--- src/rtl/uart_rx_pkg.sv ---
package uart_rx_pkg;

  typedef enum logic [2:0] {
    ST_IDLE, ST_START, ST_DATA, ST_PAR, ST_STOP
  } rx_state_e;

  localparam int WORD_W  = 12;
  localparam int OVR_BIT = 10;

  // Data arrives LSB first into the top of an 8-bit shifter; move it down.
  function automatic logic [7:0] align_data(logic [7:0] sh, logic [1:0] wl);
    return sh >> (2'd3 - wl);
  endfunction

  function automatic logic parity_bad(logic [7:0] d, logic pbit, logic even);
    logic x;
    x = (^d) ^ pbit;
    return even ? x : ~x;
  endfunction

  function automatic logic [WORD_W-1:0] pack_word(logic [7:0] d, logic brk,
                                                  logic perr, logic ferr);
    return {brk, 1'b0, perr & ~brk, ferr & ~brk, d};
  endfunction

endpackage

--- src/rtl/uart_rx_tick.sv ---
module uart_rx_tick #(
  parameter int DIV_W = 16
) (
  input  logic             clk,
  input  logic             rst_n,
  input  logic             en,
  input  logic [DIV_W-1:0] divisor,
  output logic             tick
);
  logic [DIV_W-1:0] cnt;

  always_ff @(posedge clk or negedge rst_n) begin
    if (!rst_n)                cnt <= '0;
    else if (!en)              cnt <= '0;
    else if (cnt >= divisor)   cnt <= '0;
    else                       cnt <= cnt + 1'b1;
  end

  assign tick = en && (cnt >= divisor);
endmodule

--- src/rtl/uart_rx_frame.sv ---
module uart_rx_frame
  import uart_rx_pkg::*;
(
  input  logic              clk,
  input  logic              rst_n,
  input  logic              en,
  input  logic              tick,
  input  logic              rx,
  input  logic [1:0]        wlen,
  input  logic              par_en,
  input  logic              par_even,
  input  logic              two_stop,
  output logic              push,
  output logic [WORD_W-1:0] word,
  output logic              busy
);
  rx_state_e  state;
  logic [3:0] smp;
  logic [2:0] bidx;
  logic       stop_idx, pbit, any_high, stop_low, hold_low;
  logic [7:0] shift;

  logic mid;
  assign mid  = (smp == 4'd15);
  assign busy = (state != ST_IDLE);

  always_ff @(posedge clk or negedge rst_n) begin
    if (!rst_n) begin
      state <= ST_IDLE; smp <= '0; bidx <= '0; stop_idx <= 1'b0;
      pbit <= 1'b0; any_high <= 1'b0; stop_low <= 1'b0; hold_low <= 1'b0;
      shift <= '0; push <= 1'b0; word <= '0;
    end else if (!en) begin
      state <= ST_IDLE; hold_low <= 1'b0; push <= 1'b0;
    end else begin
      push <= 1'b0;
      if (tick) begin
        unique case (state)
          ST_IDLE: begin
            if (hold_low) begin
              if (rx) hold_low <= 1'b0;
            end else if (!rx) begin
              state <= ST_START; smp <= '0;
            end
          end
          ST_START: begin
            if (smp == 4'd7) begin
              smp <= '0;
              if (!rx) begin
                state <= ST_DATA; bidx <= '0; stop_idx <= 1'b0;
                any_high <= 1'b0; stop_low <= 1'b0; pbit <= 1'b0;
              end else begin
                state <= ST_IDLE;
              end
            end else smp <= smp + 4'd1;
          end
          ST_DATA: begin
            if (mid) begin
              smp <= '0;
              shift <= {rx, shift[7:1]};
              any_high <= any_high | rx;
              if (bidx == {1'b1, wlen}) state <= par_en ? ST_PAR : ST_STOP;
              else bidx <= bidx + 3'd1;
            end else smp <= smp + 4'd1;
          end
          ST_PAR: begin
            if (mid) begin
              smp <= '0; pbit <= rx; any_high <= any_high | rx;
              state <= ST_STOP;
            end else smp <= smp + 4'd1;
          end
          ST_STOP: begin
            if (mid) begin
              smp <= '0;
              if (two_stop && !stop_idx) begin
                stop_idx <= 1'b1;
                any_high <= any_high | rx;
                if (!rx) stop_low <= 1'b1;
              end else begin
                state    <= ST_IDLE;
                push     <= 1'b1;
                hold_low <= !rx;
                word <= pack_word(align_data(shift, wlen),
                                  !(any_high | rx),
                                  par_en & parity_bad(align_data(shift, wlen), pbit, par_even),
                                  stop_low | !rx);
              end
            end else smp <= smp + 4'd1;
          end
          default: state <= ST_IDLE;
        endcase
      end
    end
  end
endmodule

--- src/rtl/uart_rx_store.sv ---
module uart_rx_store
  import uart_rx_pkg::*;
#(
  parameter int DEPTH = 16
) (
  input  logic              clk,
  input  logic              rst_n,
  input  logic              fifo_en,
  input  logic              push,
  input  logic [WORD_W-1:0] push_word,
  input  logic              pop,
  output logic [WORD_W-1:0] rd_word,
  output logic              not_empty,
  output logic              full,
  output logic [$clog2(DEPTH+1)-1:0] count
);
  localparam int PTR_W = (DEPTH > 1) ? $clog2(DEPTH) : 1;
  localparam int CNT_W = $clog2(DEPTH+1);

  function automatic logic [PTR_W-1:0] ptr_next(logic [PTR_W-1:0] p);
    return (p == PTR_W'(DEPTH-1)) ? '0 : p + 1'b1;
  endfunction
  function automatic logic [PTR_W-1:0] ptr_prev(logic [PTR_W-1:0] p);
    return (p == '0) ? PTR_W'(DEPTH-1) : p - 1'b1;
  endfunction

  logic [WORD_W-1:0] mem [DEPTH];
  logic [PTR_W-1:0]  wr_ptr, rd_ptr;
  logic [CNT_W-1:0]  cap;
  logic              do_pop, do_push, drop;

  assign cap       = fifo_en ? CNT_W'(DEPTH) : CNT_W'(1);
  assign full      = (count >= cap);
  assign not_empty = (count != '0);
  assign do_pop    = pop && not_empty;
  assign do_push   = push && (!full || do_pop);
  assign drop      = push && full && !do_pop;
  assign rd_word   = mem[rd_ptr];

  always_ff @(posedge clk or negedge rst_n) begin
    if (!rst_n) begin
      wr_ptr <= '0; rd_ptr <= '0; count <= '0;
    end else begin
      if (do_push) wr_ptr <= ptr_next(wr_ptr);
      if (do_pop)  rd_ptr <= ptr_next(rd_ptr);
      count <= count + CNT_W'(do_push) - CNT_W'(do_pop);
    end
  end

  always_ff @(posedge clk) begin
    if (do_push)   mem[wr_ptr] <= push_word;
    else if (drop) mem[ptr_prev(wr_ptr)][OVR_BIT] <= 1'b1;
  end
endmodule

--- src/rtl/uart_rx_errword.sv ---
module uart_rx_errword
  import uart_rx_pkg::*;
#(
  parameter int DIV_W   = 16,
  parameter int DEPTH   = 16,
  parameter int TO_BITS = 32
) (
  input  logic             clk,
  input  logic             rst_n,
  input  logic             enable,
  input  logic             rxd,
  input  logic [DIV_W-1:0] divisor,
  input  logic [7:0]       frame_ctl,
  input  logic             pop,
  output logic [11:0]      rd_word,
  output logic             rx_ready,
  output logic             rx_timeout
);
  localparam int CNT_W  = $clog2(DEPTH+1);
  localparam int TO_TCK = TO_BITS * 16;
  localparam int TO_W   = $clog2(TO_TCK+1);
  localparam logic [TO_W-1:0] TO_LIM = TO_W'(TO_TCK);

  logic rx_meta, rx_sync;
  always_ff @(posedge clk or negedge rst_n) begin
    if (!rst_n) begin rx_meta <= 1'b1; rx_sync <= 1'b1; end
    else        begin rx_meta <= rxd;  rx_sync <= rx_meta; end
  end

  logic unused_fc;
  assign unused_fc = ^{frame_ctl[7], frame_ctl[0]};

  // Named internal events, observed by the bound checker.
  logic              tick, frm_push, frm_busy, st_full;
  logic [WORD_W-1:0] frm_word;
  logic [CNT_W-1:0]  st_count;

  uart_rx_tick #(.DIV_W(DIV_W)) u_tick (
    .clk(clk), .rst_n(rst_n), .en(enable), .divisor(divisor), .tick(tick));

  uart_rx_frame u_frame (
    .clk(clk), .rst_n(rst_n), .en(enable), .tick(tick), .rx(rx_sync),
    .wlen(frame_ctl[6:5]), .par_en(frame_ctl[1]), .par_even(frame_ctl[2]),
    .two_stop(frame_ctl[3]), .push(frm_push), .word(frm_word), .busy(frm_busy));

  uart_rx_store #(.DEPTH(DEPTH)) u_store (
    .clk(clk), .rst_n(rst_n), .fifo_en(frame_ctl[4]), .push(frm_push),
    .push_word(frm_word), .pop(pop), .rd_word(rd_word), .not_empty(rx_ready),
    .full(st_full), .count(st_count));

  logic [TO_W-1:0] to_cnt;
  always_ff @(posedge clk or negedge rst_n) begin
    if (!rst_n)                        to_cnt <= '0;
    else if (!rx_ready || frm_busy)    to_cnt <= '0;
    else if (tick && to_cnt != TO_LIM) to_cnt <= to_cnt + 1'b1;
  end
  assign rx_timeout = rx_ready && (to_cnt == TO_LIM);
endmodule

--- config.mk ---
export PLATFORM = sky130hd
export DESIGN_NAME = uart_rx_errword
export DESIGN_NICKNAME = d
export VERILOG_FILES = /design/src/rtl/uart_rx_pkg.sv /design/src/rtl/uart_rx_tick.sv /design/src/rtl/uart_rx_frame.sv /design/src/rtl/uart_rx_store.sv /design/src/rtl/uart_rx_errword.sv
export SDC_FILE = /design/constraint.sdc
export NUM_CORES = 1
export LEC_CHECK = 0
export ABC_CLOCK_PERIOD_IN_PS = 2930
export BUFFER_PORTS_ARGS = -buffer_cell sky130_fd_sc_hd__clkbuf_2
export CAP_MARGIN = 20
export CORE_MARGIN = 5
export CORE_UTILIZATION = 30
export CTS_CLUSTER_SIZE = 20
export DETAILED_ROUTE_END_ITERATION = 6
export HOLD_SLACK_MARGIN = 0.03
export SLEW_MARGIN = 0
export SYNTH_ARGS = -nofsm -noshare
export SYNTH_HDL_FRONTEND = slang
export SYNTH_SLANG_ARGS = --single-unit
--- constraint.sdc ---
create_clock -name clk -period 2.93 [get_ports clk]
set_input_delay 0.1465 -clock clk [delete_from_list [all_inputs] [get_ports clk]]
set_output_delay 0.1465 -clock clk [all_outputs]
set_load 0.05 [all_outputs]
==> results.sh <==
export IMPL_p_sw_mw=3.06
export IMPL_synthTopCellsByArea="edfxtp_1, dfrtp_1, mux4_2"
export IMPL_cts_tree="done"
export IMPL_finalSetupViolCount=0
export IMPL_fin_crit_ns=2.75
export IMPL_hold_viol=0
export IMPL_synth_nets=1015
export IMPL_dp_hpwl_um=18000
export IMPL_rsz0062_at_grt="false"
export IMPL_max_slew_margin_pct=41.1
export IMPL_critical_path_class="flip-flop to primary output"
export IMPL_ys_ff_latch=268
export IMPL_p_sw_share_pct=30.1
export IMPL_synth_top_area_cell="edfxtp_1"
export IMPL_gp_congestion=0.778
export IMPL_internal_power_mw=7.12
export IMPL_yosysTopAreaCellShare_pct=45.7
export IMPL_cts_clk_slew_worst_paths_ns=0.06
export IMPL_htree_levels=1
export IMPL_clock_fmax_ghz=0.363
export IMPL_pwr_share_comb_pct=21.4
export IMPL_port_buffers=40
export IMPL_syn_inst=950
export IMPL_dieArea_mm2=0.0462
export IMPL_clock_sinks=268
export IMPL_remaining_drc_errors=0
export IMPL_num_vias=7798
export IMPL_synth_cell_type_count=68
export IMPL_area_delta_synth_final_pct=17.3
export IMPL_dp_cells=1522
export IMPL_start_util_pct=30.2
export IMPL_die_width_um=215
export IMPL_power_leakage_nw=5.22
export IMPL_cp_required_ns=2.78
export IMPL_outcome="complete, no violations"
export IMPL_synth_warning_count=0
export IMPL_drv_cap=0
export IMPL_holdWs_ns=0.0630
export IMPL_grt_pass1_vias=7928
export IMPL_routed_wl_um=26900
export IMPL_syn_area_mm2=0.0126
export IMPL_ir_worst_vdd_mv=0.400
export IMPL_die_height_um=215
export IMPL_antenna_found_initial=1
export IMPL_fp_row_count=75
export IMPL_seq_power_share_pct=43.6
export IMPL_async_flop_share_pct=28.4
export IMPL_grt_usage_pct=11.5
export IMPL_cts_buffers=29
export IMPL_cp_max_fo=22
export IMPL_fin_tns_setup_ns=0
export IMPL_synth_flop_cell="edfxtp_1"
export IMPL_core_mm2=0.0418
export IMPL_final_layout_size_suffix_gt1_share_pct=19.6
export IMPL_first_iter_violations=604
export IMPL_cts_root_buf="clkbuf_16"
export IMPL_min_path_type="input pin to flip-flop"
export IMPL_endpoint_kind="primary output"
export IMPL_clock_path_buffers=3
export IMPL_p_per_area_mw_per_mm2=689
export IMPL_startpoint_type="flip-flop"
export IMPL_finClkSkew_ns=0.0237
export IMPL_fin_total_pwr_mw=10.2
export IMPL_overflow=0
export IMPL_grt_pass1_wl_um=43900
export IMPL_wl_per_cell_um=17.0
export IMPL_grt_start_max_net_pins=48
export IMPL_viasPerCell=4.93
export IMPL_arrival_ns=2.61
export IMPL_io_pins=43
export IMPL_first_pass_iters=5
export IMPL_ys_seq_area_share_pct=60.9
export IMPL_tightest_slew_ns=0.884
export IMPL_fin_cells=1583
export IMPL_ant_nets=0
export IMPL_syn_avg_cell_area_um2=13.3
export IMPL_clk_latency_ns=0.55
export IMPL_period_share_pct=94.0
export IMPL_n_antenna_cell=0
export IMPL_clock_power_share_pct=35.0
export IMPL_finalMaxSlewViolations=0
export IMPL_synth_edff_count=192
export IMPL_nets=1091
export IMPL_nFillCells=3987
[registers in the layout, indices dropped and copies added, names as in the netlist]
| name | cells |
|---|---|
| u_frame.shift | 8 |
| u_frame.word | 11 |
| rx_sync | 1 |
| u_store.wr_ptr | 4 |
| u_tick.cnt | 16 |
| rx_meta | 1 |
| u_store.rd_ptr | 4 |
| to_cnt | 10 |
| u_frame.state | 3 |
| u_store.count | 5 |
| u_frame.hold_low | 1 |
| u_frame.stop_idx | 1 |
| u_frame.stop_low | 1 |
| u_frame.pbit | 1 |
| u_frame.any_high | 1 |
| u_frame.smp | 4 |
| u_store.mem | 192 |
| u_frame.push | 1 |
| u_frame.bidx | 3 |
[cells in the mapped netlist, types with 13 or more instances]
cell type  number
nor2_1         83
nand3_1        19
edfxtp_1      192
dfrtp_1        74
a22oi_1        13
mux2i_1        50
clkbuf_1       36
xnor2_1        19
mux2_2         20
ha_1           35
a221oi_1       13
nor3_1         16
and3_1         13
mux4_2         26
and2_1         14
nand2_1        68
o21ai_0        39
inv_1          35
a21oi_1        31
[power groups by stage]
stage	Clock, mW	Combinational (mW)	Sequential (mW)
2_1_floorplan	0	1.67	4.34
3_3_place_gp	0	2.07	4.54
3_5_place_dp	0	2.12	4.54
4_1_cts	3.64	2.20	4.43
5_1_grt	3.81	2.40	4.47
6_report	3.56	2.18	4.44
[layout make-up]
cell class | instances | area (um2) | share of cell area (%)
Sequential cell | 268 | 7670 | 51.9
Tap cell | 539 | 674 | 4.56
Clock inverter | 12 | 149 | 1.01
Inverter | 36 | 135 | 0.914
Multi-Input combinational cell | 599 | 4670 | 31.6
Clock buffer | 37 | 766 | 5.18
Timing Repair Buffer | 92 | 709 | 4.80
[cells in the final DEF, fill, tap and decap left out, types with 5 or more instances in the layout]
master / synthesis / final
nor2b_1: 11 / 10
buf_12: 0 / 7
a21o_1: 8 / 8
clkbuf_1: 36 / 7
clkbuf_16: 0 / 29
inv_1: 35 / 32
and2_1: 14 / 14
mux4_2: 26 / 26
a31oi_1: 7 / 7
and3_1: 13 / 13
o21ai_0: 39 / 39
ha_1: 35 / 35
nand3_1: 19 / 19
xnor2_1: 19 / 19
mux2_2: 20 / 20
nor4_1: 5 / 5
a221oi_1: 13 / 13
nor3_1: 16 / 16
buf_4: 0 / 38
nor2_1: 83 / 78
nand2b_1: 12 / 12
nand2_1: 68 / 67
xor2_1: 9 / 9
a22oi_1: 13 / 13
mux2_1: 8 / 8
clkbuf_2: 1 / 39
a21oi_1: 31 / 30
or3_1: 5 / 5
o31ai_1: 5 / 5
dfrtp_1: 74 / 73
edfxtp_1: 192 / 192
mux2i_1: 50 / 49
nand4_1: 12 / 12
[cell families (layout without fill, tap and decap cells)]
logic type	after synthesis	count (layout)	synth area share (%)
AO/OA/AOI/OAI	153	153	8.21
adder cells (fa/ha/maj)	36	36	3.63
XOR/XNOR	29	29	2.12
AND/OR/NAND/NOR	273	273	10.7
multiplexers	108	108	11.8
buffers and inverters	83	177	2.73
flip-flops	268	268	60.9
[critical path, cell delays in order (launching register included)]
cell and delay (ns):
dfrtp_1 0.91, buf_4 0.28, nand2_1 0.06, a21oi_1 0.24, o21ai_0 0.15, nand2_1 0.11, clkbuf_2 0.28
[path summary, 6_finish.rpt]
| check | from | end | slack [ns] | cells past startpoint |
|---|---|---|---|---|
| max | u_store.rd_ptr[3] | rd_word[2] | 0.18 | 6 |
| min in group asynchronous | rst_n | u_tick.cnt[11] | 0.18 | 2 |
| min | frame_ctl[3] | u_frame.hold_low | 0.06 | 5 |
| max reg2reg | u_store.count[2] | u_store.count[4] | 0.23 | 14 |
| max in group asynchronous | rst_n | u_store.wr_ptr[1] | 2.07 | 3 |
| min reg2reg | rx_meta | rx_sync | 0.36 | 0 |
[repair_timing]
item                                    CTS  global route
endpoints found under the hold margin    49             0
hold buffers                              4             0
endpoints found under the setup margin    9           167
pin swaps                                 1             5
setup buffers                             1             7
gates resized for setup                   0            13
[per-layer routing]
| metal | part of all wire [%] | vias up | global-route usage (%) | wire length (um) |
|---|---|---|---|---|
| met5 | 0.041 | - | 0 | 11 |
| met4 | 1.9 | 2 | 2.25 | 511 |
| met3 | 4.8 | 43 | 2.04 | 1290 |
| met2 | 46 | 165 | 18.4 | 12500 |
| met1 | 47 | 3847 | 16.6 | 12600 |
| li1 | - | 3741 | - | - |
[through the flow]
step / util, % / setup WS (ns) / area [um2]
2_1_floorplan: - / -0.0487 / 12600
3_3_place_gp: 32.7 / 0.132 / 13600
3_5_place_dp: 32.7 / 0.0258 / 13600
4_1_cts: 35.0 / 0.0139 / 14600
5_1_grt: 35.4 / 0.0212 / 14800
6_report: 35.4 / 0.175 / 14800
No activity file was read; power rests on OpenSTA's default activity.
